$ cat config.mk
export PLATFORM = sky130hd
export DESIGN_NAME = trp_unit
export DESIGN_NICKNAME = d
export VERILOG_FILES = /design/src/rtl/trp_pkg.sv /design/src/rtl/trp_check.sv /design/src/rtl/trp_update.sv /design/src/rtl/trp_unit.sv
export SDC_FILE = /design/constraint.sdc
export NUM_CORES = 1
export LEC_CHECK = 0
export BUFFER_PORTS_ARGS = -buffer_cell sky130_fd_sc_hd__buf_2
export CAP_MARGIN = 10
export CORE_AREA = 10 10 178 180
export DETAILED_ROUTE_END_ITERATION = 8
export DIE_AREA = 0 0 188 190
export HOLD_SLACK_MARGIN = 0.06
export PLACE_DENSITY = 0.65
export SETUP_SLACK_MARGIN = 0.4
export SLEW_MARGIN = 20
export SYNTH_ARGS = -nofsm -noshare
export SYNTH_HDL_FRONTEND = slang
export SYNTH_SLANG_ARGS = --single-unit
export TNS_END_PERCENT = 10
$ cat constraint.sdc
create_clock -name clk -period 0.9 [get_ports clk]
set_input_delay 0.18 -clock clk [delete_from_list [all_inputs] [get_ports clk]]
set_output_delay 0.18 -clock clk [all_outputs]
set_load 0.1 [all_outputs]
$ cat src/rtl/trp_pkg.sv
package trp_pkg;

    localparam logic [1:0] LVL_U = 2'd0;
    localparam logic [1:0] LVL_S = 2'd1;
    localparam logic [1:0] LVL_M = 2'd3;

    localparam int STW = 64;

    // machine status word fields
    localparam int B_SIE    = 1;
    localparam int B_MIE    = 3;
    localparam int B_SPIE   = 5;
    localparam int B_MPIE   = 7;
    localparam int B_SPP    = 8;
    localparam int B_MPP_LO = 11;
    localparam int B_MPP_HI = 12;
    localparam int B_TSR    = 22;
    localparam int B_MPV    = 39;

    // hypervisor status word fields
    localparam int H_SPV    = 7;
    localparam int H_VTSR   = 22;

    localparam int C_MISALIGN = 0;
    localparam int C_ACCESS   = 1;
    localparam int C_ILLEGAL  = 2;
    localparam int C_VIRT     = 22;

    typedef enum logic {
        ST_IDLE   = 1'b0,
        ST_COMMIT = 1'b1
    } fsm_e;

endpackage

$ cat src/rtl/trp_check.sv
module trp_check
    import trp_pkg::*;
#(
    parameter int XLEN    = 64,
    parameter int RULE_W  = 7,
    parameter int CAUSE_W = 6
) (
    input  logic               is_sret,
    input  logic [1:0]         priv,
    input  logic               virt,
    input  logic [STW-1:0]     ms,
    input  logic [STW-1:0]     hs,
    input  logic [XLEN-1:0]    epc,
    input  logic               ext_c,
    input  logic               ext_h,
    input  logic               ext_pmp,
    input  logic [RULE_W-1:0]  rules,
    output logic               exc,
    output logic [CAUSE_W-1:0] cause
);

    logic priv_ok;
    logic misal;

    assign priv_ok = is_sret ? (priv >= LVL_S) : (priv == LVL_M);
    assign misal   = !ext_c && (epc[1:0] != 2'b00);

    // fixed priority: privilege, alignment, trap-return, virtual trap-return / protection
    always_comb begin
        exc   = 1'b0;
        cause = '0;
        if (!priv_ok) begin
            exc   = 1'b1;
            cause = CAUSE_W'(C_ILLEGAL);
        end else if (misal) begin
            exc   = 1'b1;
            cause = CAUSE_W'(C_MISALIGN);
        end else if (is_sret) begin
            if (ms[B_TSR] && (priv != LVL_M)) begin
                exc   = 1'b1;
                cause = CAUSE_W'(C_ILLEGAL);
            end else if (ext_h && virt && hs[H_VTSR]) begin
                exc   = 1'b1;
                cause = CAUSE_W'(C_VIRT);
            end
        end else if (ext_pmp && (rules == '0) && (ms[B_MPP_HI:B_MPP_LO] != LVL_M)) begin
            exc   = 1'b1;
            cause = CAUSE_W'(C_ACCESS);
        end
    end

endmodule

$ cat src/rtl/trp_update.sv
module trp_update
    import trp_pkg::*;
(
    input  logic           is_sret,
    input  logic [1:0]     priv,
    input  logic           virt,
    input  logic [STW-1:0] ms,
    input  logic [STW-1:0] hs,
    input  logic           ext_h,
    output logic [STW-1:0] nms,
    output logic [STW-1:0] nhs,
    output logic [1:0]     npriv,
    output logic           nvirt,
    output logic           nswap
);

    always_comb begin
        nms   = ms;
        nhs   = hs;
        npriv = priv;
        nvirt = virt;
        nswap = 1'b0;
        if (!is_sret) begin
            npriv                  = ms[B_MPP_HI:B_MPP_LO];
            nms[B_MIE]             = ms[B_MPIE];
            nms[B_MPIE]            = 1'b1;
            nms[B_MPP_HI:B_MPP_LO] = LVL_U;
            nms[B_MPV]             = 1'b0;
            if (ext_h) begin
                nvirt = ms[B_MPV];
                nswap = ms[B_MPV];
            end
        end else if (ext_h && !virt) begin
            npriv       = {1'b0, ms[B_SPP]};
            nvirt       = hs[H_SPV];
            nswap       = hs[H_SPV];
            nhs[H_SPV]  = 1'b0;
            nms[B_SPP]  = 1'b0;
            nms[B_SIE]  = ms[B_SPIE];
            nms[B_SPIE] = 1'b1;
        end else begin
            npriv       = {1'b0, ms[B_SPP]};
            nms[B_SIE]  = ms[B_SPIE];
            nms[B_SPIE] = 1'b1;
            nms[B_SPP]  = 1'b0;
        end
    end

endmodule

$ cat src/rtl/trp_unit.sv
module trp_unit
    import trp_pkg::*;
#(
    parameter int XLEN    = 64,
    parameter int RULE_W  = 7,
    parameter int CAUSE_W = 6
) (
    input  logic               clk,
    input  logic               rst_n,
    input  logic               req_valid,
    input  logic               req_sret,
    input  logic [1:0]         cur_priv,
    input  logic               cur_virt,
    input  logic [63:0]        mstatus_in,
    input  logic [63:0]        hstatus_in,
    input  logic [XLEN-1:0]    mepc,
    input  logic [XLEN-1:0]    sepc,
    input  logic               ext_c,
    input  logic               ext_h,
    input  logic               ext_pmp,
    input  logic [RULE_W-1:0]  pmp_rules,
    output logic               res_valid,
    output logic [XLEN-1:0]    res_pc,
    output logic [63:0]        res_mstatus,
    output logic [63:0]        res_hstatus,
    output logic [1:0]         res_priv,
    output logic               res_virt,
    output logic               res_exc,
    output logic [CAUSE_W-1:0] res_cause,
    output logic               res_swap
);

    fsm_e state_q, state_d;

    logic [XLEN-1:0]    sel_pc;
    logic               chk_exc;
    logic [CAUSE_W-1:0] chk_cause;
    logic [STW-1:0]     upd_ms, upd_hs;
    logic [1:0]         upd_priv;
    logic               upd_virt, upd_swap;

    assign sel_pc = req_sret ? sepc : mepc;

    trp_check #(
        .XLEN(XLEN), .RULE_W(RULE_W), .CAUSE_W(CAUSE_W)
    ) u_check (
        .is_sret (req_sret),
        .priv    (cur_priv),
        .virt    (cur_virt),
        .ms      (mstatus_in),
        .hs      (hstatus_in),
        .epc     (sel_pc),
        .ext_c   (ext_c),
        .ext_h   (ext_h),
        .ext_pmp (ext_pmp),
        .rules   (pmp_rules),
        .exc     (chk_exc),
        .cause   (chk_cause)
    );

    trp_update u_update (
        .is_sret (req_sret),
        .priv    (cur_priv),
        .virt    (cur_virt),
        .ms      (mstatus_in),
        .hs      (hstatus_in),
        .ext_h   (ext_h),
        .nms     (upd_ms),
        .nhs     (upd_hs),
        .npriv   (upd_priv),
        .nvirt   (upd_virt),
        .nswap   (upd_swap)
    );

    always_comb begin
        state_d = state_q;
        unique case (state_q)
            ST_IDLE:   state_d = req_valid ? ST_COMMIT : ST_IDLE;
            ST_COMMIT: state_d = req_valid ? ST_COMMIT : ST_IDLE;
            default:   state_d = ST_IDLE;
        endcase
    end

    always_ff @(posedge clk or negedge rst_n) begin
        if (!rst_n) state_q <= ST_IDLE;
        else        state_q <= state_d;
    end

    assign res_valid = (state_q == ST_COMMIT);

    // registered commit: a fault leaves every piece of state as sampled
    always_ff @(posedge clk or negedge rst_n) begin
        if (!rst_n) begin
            res_pc      <= '0;
            res_mstatus <= '0;
            res_hstatus <= '0;
            res_priv    <= LVL_M;
            res_virt    <= 1'b0;
            res_exc     <= 1'b0;
            res_cause   <= '0;
            res_swap    <= 1'b0;
        end else if (req_valid) begin
            res_pc    <= sel_pc;
            res_exc   <= chk_exc;
            res_cause <= chk_cause;
            if (chk_exc) begin
                res_mstatus <= mstatus_in;
                res_hstatus <= hstatus_in;
                res_priv    <= cur_priv;
                res_virt    <= cur_virt;
                res_swap    <= 1'b0;
            end else begin
                res_mstatus <= upd_ms;
                res_hstatus <= upd_hs;
                res_priv    <= upd_priv;
                res_virt    <= upd_virt;
                res_swap    <= upd_swap;
            end
        end else begin
            res_swap <= 1'b0;
        end
    end

endmodule

==> results of run 1 <==
==> timing repair <==
item                       CTS  global route
buffers inserted             1             0
pin swaps                   41            40
setup endpoints to repair  402           402
resized for setup           18            11
hold endpoints to repair   395           391
==> metrics by stage <==
stage	util (%)	worst slack, ns	cell area, um^2	power, mW	setup TNS [ns]
floorplan	-	-0.356	8430	18.9	-83.33
detailed placement	52.0	-0.680	14700	25.1	-51.27
global placement	52.0	-0.643	14700	24.9	-48.20
global route	54.9	-0.617	15500	34.7	-90.66
finish	54.9	-0.568	15500	33.5	-82.65
CTS	54.8	-0.602	15500	34.0	-88.94
==> registers in the layout, summed over array words and instances (netlist names) <==
| name | cells |
|---|---|
| res_cause | 3 |
| res_exc | 1 |
| res_hstatus | 64 |
| res_mstatus | 64 |
| res_pc | 64 |
| res_priv | 2 |
| res_swap | 1 |
| res_valid | 1 |
| res_virt | 1 |
==> layout make-up <==
cell class / instances / area share (%)
Clock buffer: 34 / 4.11
Antenna cell: 1 / 0.0161
Tap cell: 384 / 3.10
Multi-Input combinational cell: 392 / 19.9
Sequential cell: 201 / 33.4
Timing Repair Buffer: 531 / 39.0
Clock inverter: 7 / 0.323
Inverter: 3 / 0.0726
==> kinds of logic after synthesis <==
logic type	count (synthesis)	share of synthesized area, %
compound gates	93	6.56
flops	201	60.8
buf+inv	44	2.72
other cells	1	0.0453
mux	185	24.2
simple gates	112	5.76
==> routing by layer <==
metal	share of wire, %	GRT usage, %
met5	0.13	0
met4	2.5	4.74
met3	11	8.18
met2	51	30.6
met1	36	18.6
==> worst max path at each step <==
stage | start | endpoint | slack [ns] | cells past startpoint
finish | res_priv[0]$_DFFE_PN1P_ | res_priv[0] | -0.57 | 1
global route | res_priv[0]$_DFFE_PN1P_ | res_priv[0] | -0.62 | 1
CTS | res_priv[0]$_DFFE_PN1P_ | res_priv[0] | -0.60 | 1
detailed placement | pmp_rules[2] | res_priv[1]$_DFFE_PN1P_ | -0.68 | 6
global placement | pmp_rules[2] | res_priv[1]$_DFFE_PN1P_ | -0.64 | 6
floorplan | res_hstatus[45]$_DFFE_PN0P_ | res_hstatus[45]$_DFFE_PN0P_ | -0.36 | 1
==> where the power goes <==
group | total [mW] | switching, mW | internal (mW)
clock | 8.66 | 3.74 | 4.92
sequential | 11.1 | 1.02 | 10.1
combinational | 13.7 | 8.74 | 4.99
==> cell usage in the layout (no fill, tap or decap), types with 5 or more instances in the layout <==
cell / netlist / final
dfrtp_4: 0 / 39
buf_6: 1 / 5
o2bb2ai_1: 7 / 7
clkbuf_1: 10 / 9
nor2_1: 80 / 80
dfrtp_2: 0 / 7
buf_4: 6 / 43
buf_12: 0 / 214
mux2_2: 119 / 118
nand2_1: 15 / 15
buf_2: 24 / 266
a21oi_1: 72 / 72
mux2i_1: 66 / 65
clkbuf_16: 0 / 23
dfrtp_1: 199 / 153
clkinv_2: 0 / 6
==> synthesized netlist by cell type (2+ instances only) <==
cell type  number
nand2_1        15
dfstp_2         2
clkbuf_1       10
nand3_1         4
mux2_2        119
nand4_1         3
o2bb2ai_1       7
nor2_1         80
buf_4           6
buf_2          24
a21oi_1        72
o21ai_0         3
and4_1          2
a31oi_1         3
dfrtp_1       199
mux2i_1        66
==> impl_metrics.tcl, run 1 <==
set metrics [dict create \
    synth_top_area_share_pct 60.1 \
    drive_above_1_share_pct 63.7 \
    gp_congestion 0.834 \
    synth-warning-count 0 \
    powerDensity_mw_per_mm2 2160 \
    synthCells 636 \
    vias 7062 \
    path_cells "buf_12" \
    finalSetupViolCount 202 \
    die_y_um 190 \
    h-tree-depth 1 \
    clock_latency_ns 0.53 \
    p_leak_nw 7.19 \
    ys_seq_elements 201 \
    die_x_um 188 \
    clk_pin_slew_worst_paths_ns 0.06 \
    fill_cells 2321 \
    cp_slowest_cell "dfstp_2" \
    clock_path_buffers 3 \
    ant_nets 0 \
    start_kind "flop" \
    fin_ws_ns -0.568 \
    post-route-period-util_pct 163 \
    drc 0 \
    skew_ns 0 \
    multi_input_area_mm2 0.00309 \
    final_net_count 1425 \
    routed_via_density 4.55 \
    synth_area_leaders "dfrtp_1, mux2_2, mux2i_1" \
    hold_path.class "input port to asynchronous set/reset pin" \
    grt_util_all_layers_pct 17.5 \
    slew_viol_final 0 \
    crit_buf_inv 1 \
    seq_area_mm2 0.00519 \
    wl_per_cell_um 20.9 \
    cp_max_fo 2 \
    layout_min_cycle_time_ns 1.47 \
    numPortBuffers 474 \
    rows 62 \
    ios 477 \
    stdcell_count 1553 \
    grt_setup_unrepaired "true" \
    cts_buffers 23 \
    core_mm2 0.0282 \
    gr-total-overflow 0 \
    cp-end-kind "primary output" \
    r2r_slack_ns 0 \
    first_iter_violations 227 \
    hold_violations 367 \
    synth_area_mm2 0.00828 \
    grt_pass1_vias 7831 \
    ys_types 37 \
    cts_sinks 201 \
    dr.pass1.iters 7 \
    grt_max_degree 43 \
    hold_ws_ns -0.442 \
    grt_pass1_wl_um 48800 \
    synth_area_leader_cell "dfrtp_1" \
    status "finished, violations left" \
    synth_edf_count 0 \
    r2r_cells 1 \
    syn_area_per_cell_um2 13.0 \
    cts_tree "yes" \
    syn2layout_area_growth_pct 87.3 \
    cp_data_arrival_time_ns 1.29 \
    routed_wl_um 32500 \
    cts_root_buf "clkbuf_16" \
    slowest_delay_ns 0.56 \
    yosysSeqAreaShare_pct 60.8 \
    maxCapViolations 0 \
    vdd_ir_drop_max_mv 1.59 \
    antenna_found_initial 7 \
    worstSetupPathType "flop to primary output" \
    start_util_pct 29.3 \
    async_flop_share_pct 100 \
    fmax_mhz 681 \
    r2r-end "res_hstatus[18]$_DFFE_PN0P_" \
    place_hpwl_um 26700 \
    violations "negative hold slack, negative setup slack" \
    dp_cells 1510 \
    required_ns 0.72 \
    synth_ff_type "dfrtp_1" \
    dieArea_mm2 0.0357 \
    path_delay_family "flip-flops" \
    timing.rr.start "res_hstatus[18]$_DFFE_PN0P_" \
]
(Power assumes the default switching activity.)
==> inputs of run 2 (changes only) <==
==> constraint.sdc (replaced) <==
create_clock -name clk -period 1.44 [get_ports clk]
set_input_delay 0.288 -clock clk [delete_from_list [all_inputs] [get_ports clk]]
set_output_delay 0.288 -clock clk [all_outputs]
set_load 0.1 [all_outputs]
==> impl_metrics.tcl, run 2 (synthesis results as in run 1) <==
set metrics [dict create \
    fin_area_mm2 0.0171 \
    clock_path_buffers 3 \
    grt_util_all_layers_pct 19.8 \
    path_cells "buf_12" \
    numPortBuffers 474 \
    violations "negative setup slack" \
    seq_area_mm2 0.00509 \
    core_mm2 0.0282 \
    vias 7910 \
    wl_per_cell_um 21.6 \
    syn2layout_area_growth_pct 106 \
    cp-end-kind "primary output" \
    clk_pin_slew_worst_paths_ns 0.06 \
    die_y_um 190 \
    cts_buffers 24 \
    fill_cells 2030 \
    r2r_slack_ns 0.44 \
    gp_congestion 0.806 \
    start_kind "flop" \
    path_delay_family "flip-flops" \
    gr-total-overflow 0 \
    die_x_um 188 \
    hold_path.startpoint "sepc[57]" \
    start_util_pct 29.3 \
    finalPower_mw 22.6 \
    ios 477 \
    r2r_cells 2 \
    dieArea_mm2 0.0357 \
    dpl-instance-area_mm2 0.0119 \
    timing.rr.start "res_mstatus[32]$_DFFE_PN0P_" \
    drc 0 \
    vdd_ir_drop_max_mv 1.14 \
    grt_pass1_vias 9056 \
    hold_end "res_pc[57]$_DFFE_PN0P_" \
    final_net_count 1580 \
    dr.pass1.iters 4 \
    grt_pass1_wl_um 55300 \
    slew_viol_final 0 \
    clock_latency_ns 0.51 \
    layout_commonest_cell "buf_2" \
    status "finished, violations left" \
    first_iter_violations 224 \
    slowest_delay_ns 0.56 \
    rows 62 \
    skew_ns 0 \
    cts_tree "yes" \
    fin_ws_ns -0.101 \
    post-route-period-util_pct 107 \
    crit_buf_inv 1 \
    drive_above_1_share_pct 55.6 \
    final_cell_mix "buf_2, buf_12, dlygate4sd3_1, dfrtp_1, mux2_2" \
    cts_sinks 201 \
    maxCapViolations 0 \
    grt_max_degree 58 \
    stdcell_count 1711 \
    hold_path.class "input port to flop" \
    multi_input_area_mm2 0.00308 \
    ant_nets 0 \
    h-tree-depth 1 \
    r2r-end "res_mstatus[32]$_DFFE_PN0P_" \
    hold_violations 0 \
    layout_min_cycle_time_ns 1.54 \
    routed_via_density 4.62 \
    antenna_found_initial 2 \
    place_hpwl_um 24000 \
    reg_top3 "res_hstatus x64, res_mstatus x64, res_pc x64" \
    p_leak_nw 7.90 \
    fmax_mhz 649 \
    powerDensity_mw_per_mm2 1320 \
    grt_setup_unrepaired "true" \
    required_ns 1.15 \
    cts_root_buf "clkbuf_16" \
    dp_cells 1493 \
    worstSetupPathType "flop to primary output" \
    cp_slowest_cell "dfstp_2" \
    whs_path_depth 3 \
    cp_data_arrival_time_ns 1.25 \
    cp_max_fo 2 \
    finalSetupViolCount 7 \
    routed_wl_um 37000 \
    dp_worst_setup_slack_ns -0.262 \
]
-- run 2: changes by cell type in the layout (fill, tap and decap cells not counted), sizes merged --
cell	previous run	this run
dlymetal6s4s	0	1
buf	530	523
clkbuf	35	39
clkinv	7	3
bufinv	0	4
inv	3	2
dlygate4sd3	0	160
diode	1	2
-- run 2: what timing repair did --
action | in CTS | in global routing
resized for setup | 692 | 15
endpoints found under the setup margin | 207 | 210
hold buffers | 161 | 0
pin swaps | 2 | 12
endpoints found under the hold margin | 196 | 0
buffers inserted | 4 | 7
-- run 2: worst max-delay path by stage --
stage / cells past startpoint / to / startpoint
floorplan: 1 / res_hstatus[45]$_DFFE_PN0P_ / res_hstatus[45]$_DFFE_PN0P_
global placement: 6 / res_hstatus[7]$_DFFE_PN0P_ / sepc[0]
detailed placement: 6 / res_hstatus[7]$_DFFE_PN0P_ / sepc[0]
CTS: 1 / res_priv[0] / res_priv[0]$_DFFE_PN1P_
global route: 1 / res_priv[0] / res_priv[0]$_DFFE_PN1P_
finish: 1 / res_priv[1] / res_priv[1]$_DFFE_PN1P_
-- run 2: power breakdown --
group          total [mW]  leakage, nW  switching (mW)  internal [mW]
registers            6.92         2.27           0.672           6.25
clock network        6.63        0.430            2.39           4.24
logic                9.02         5.20            5.62           3.40
total                22.6         7.90            8.69           13.9
-- run 2: stage by stage --
step | TNS, ns | util [%] | hold slack, ns
after detailed placement | -1.55 | 42.0 | 0.268
after global placement | -1.19 | 42.0 | 0.265
after CTS | -0.791 | 60.1 | 0.0601
after global routing | -1.07 | 60.5 | 0.0903
after floorplan | 0 | - | -0.00759
final | -0.375 | 60.5 | 0.0819
-- run 2: cell type report --
cell class	count	share of cell area, %
flip-flops and latches	201	29.8
inverters	3	0.0659
well taps	384	2.81
clock inverters	6	0.761
diodes	2	0.0293
clock buffers	38	4.36
repair buffers	685	44.2
multi-input cells	392	18.0
-- run 2: routing by layer --
| metal | vias up | share of wire (%) | GRT usage (%) |
|---|---|---|---|
| li1 | 3594 | - | - |
| met4 | 2 | 3.8 | 7.91 |
| met5 | - | 0.035 | 0 |
| met3 | 77 | 9.0 | 7.56 |
| met2 | 372 | 53 | 35.9 |
| met1 | 3865 | 34 | 20.1 |
-- run 2: worst reg2reg max path: cells and delay by family, from the launching register on --
kind / cells / cell delay, ns
buffers and inverters: 1 / 0.16
flip-flops: 1 / 0.43
multiplexers: 1 / 0.29
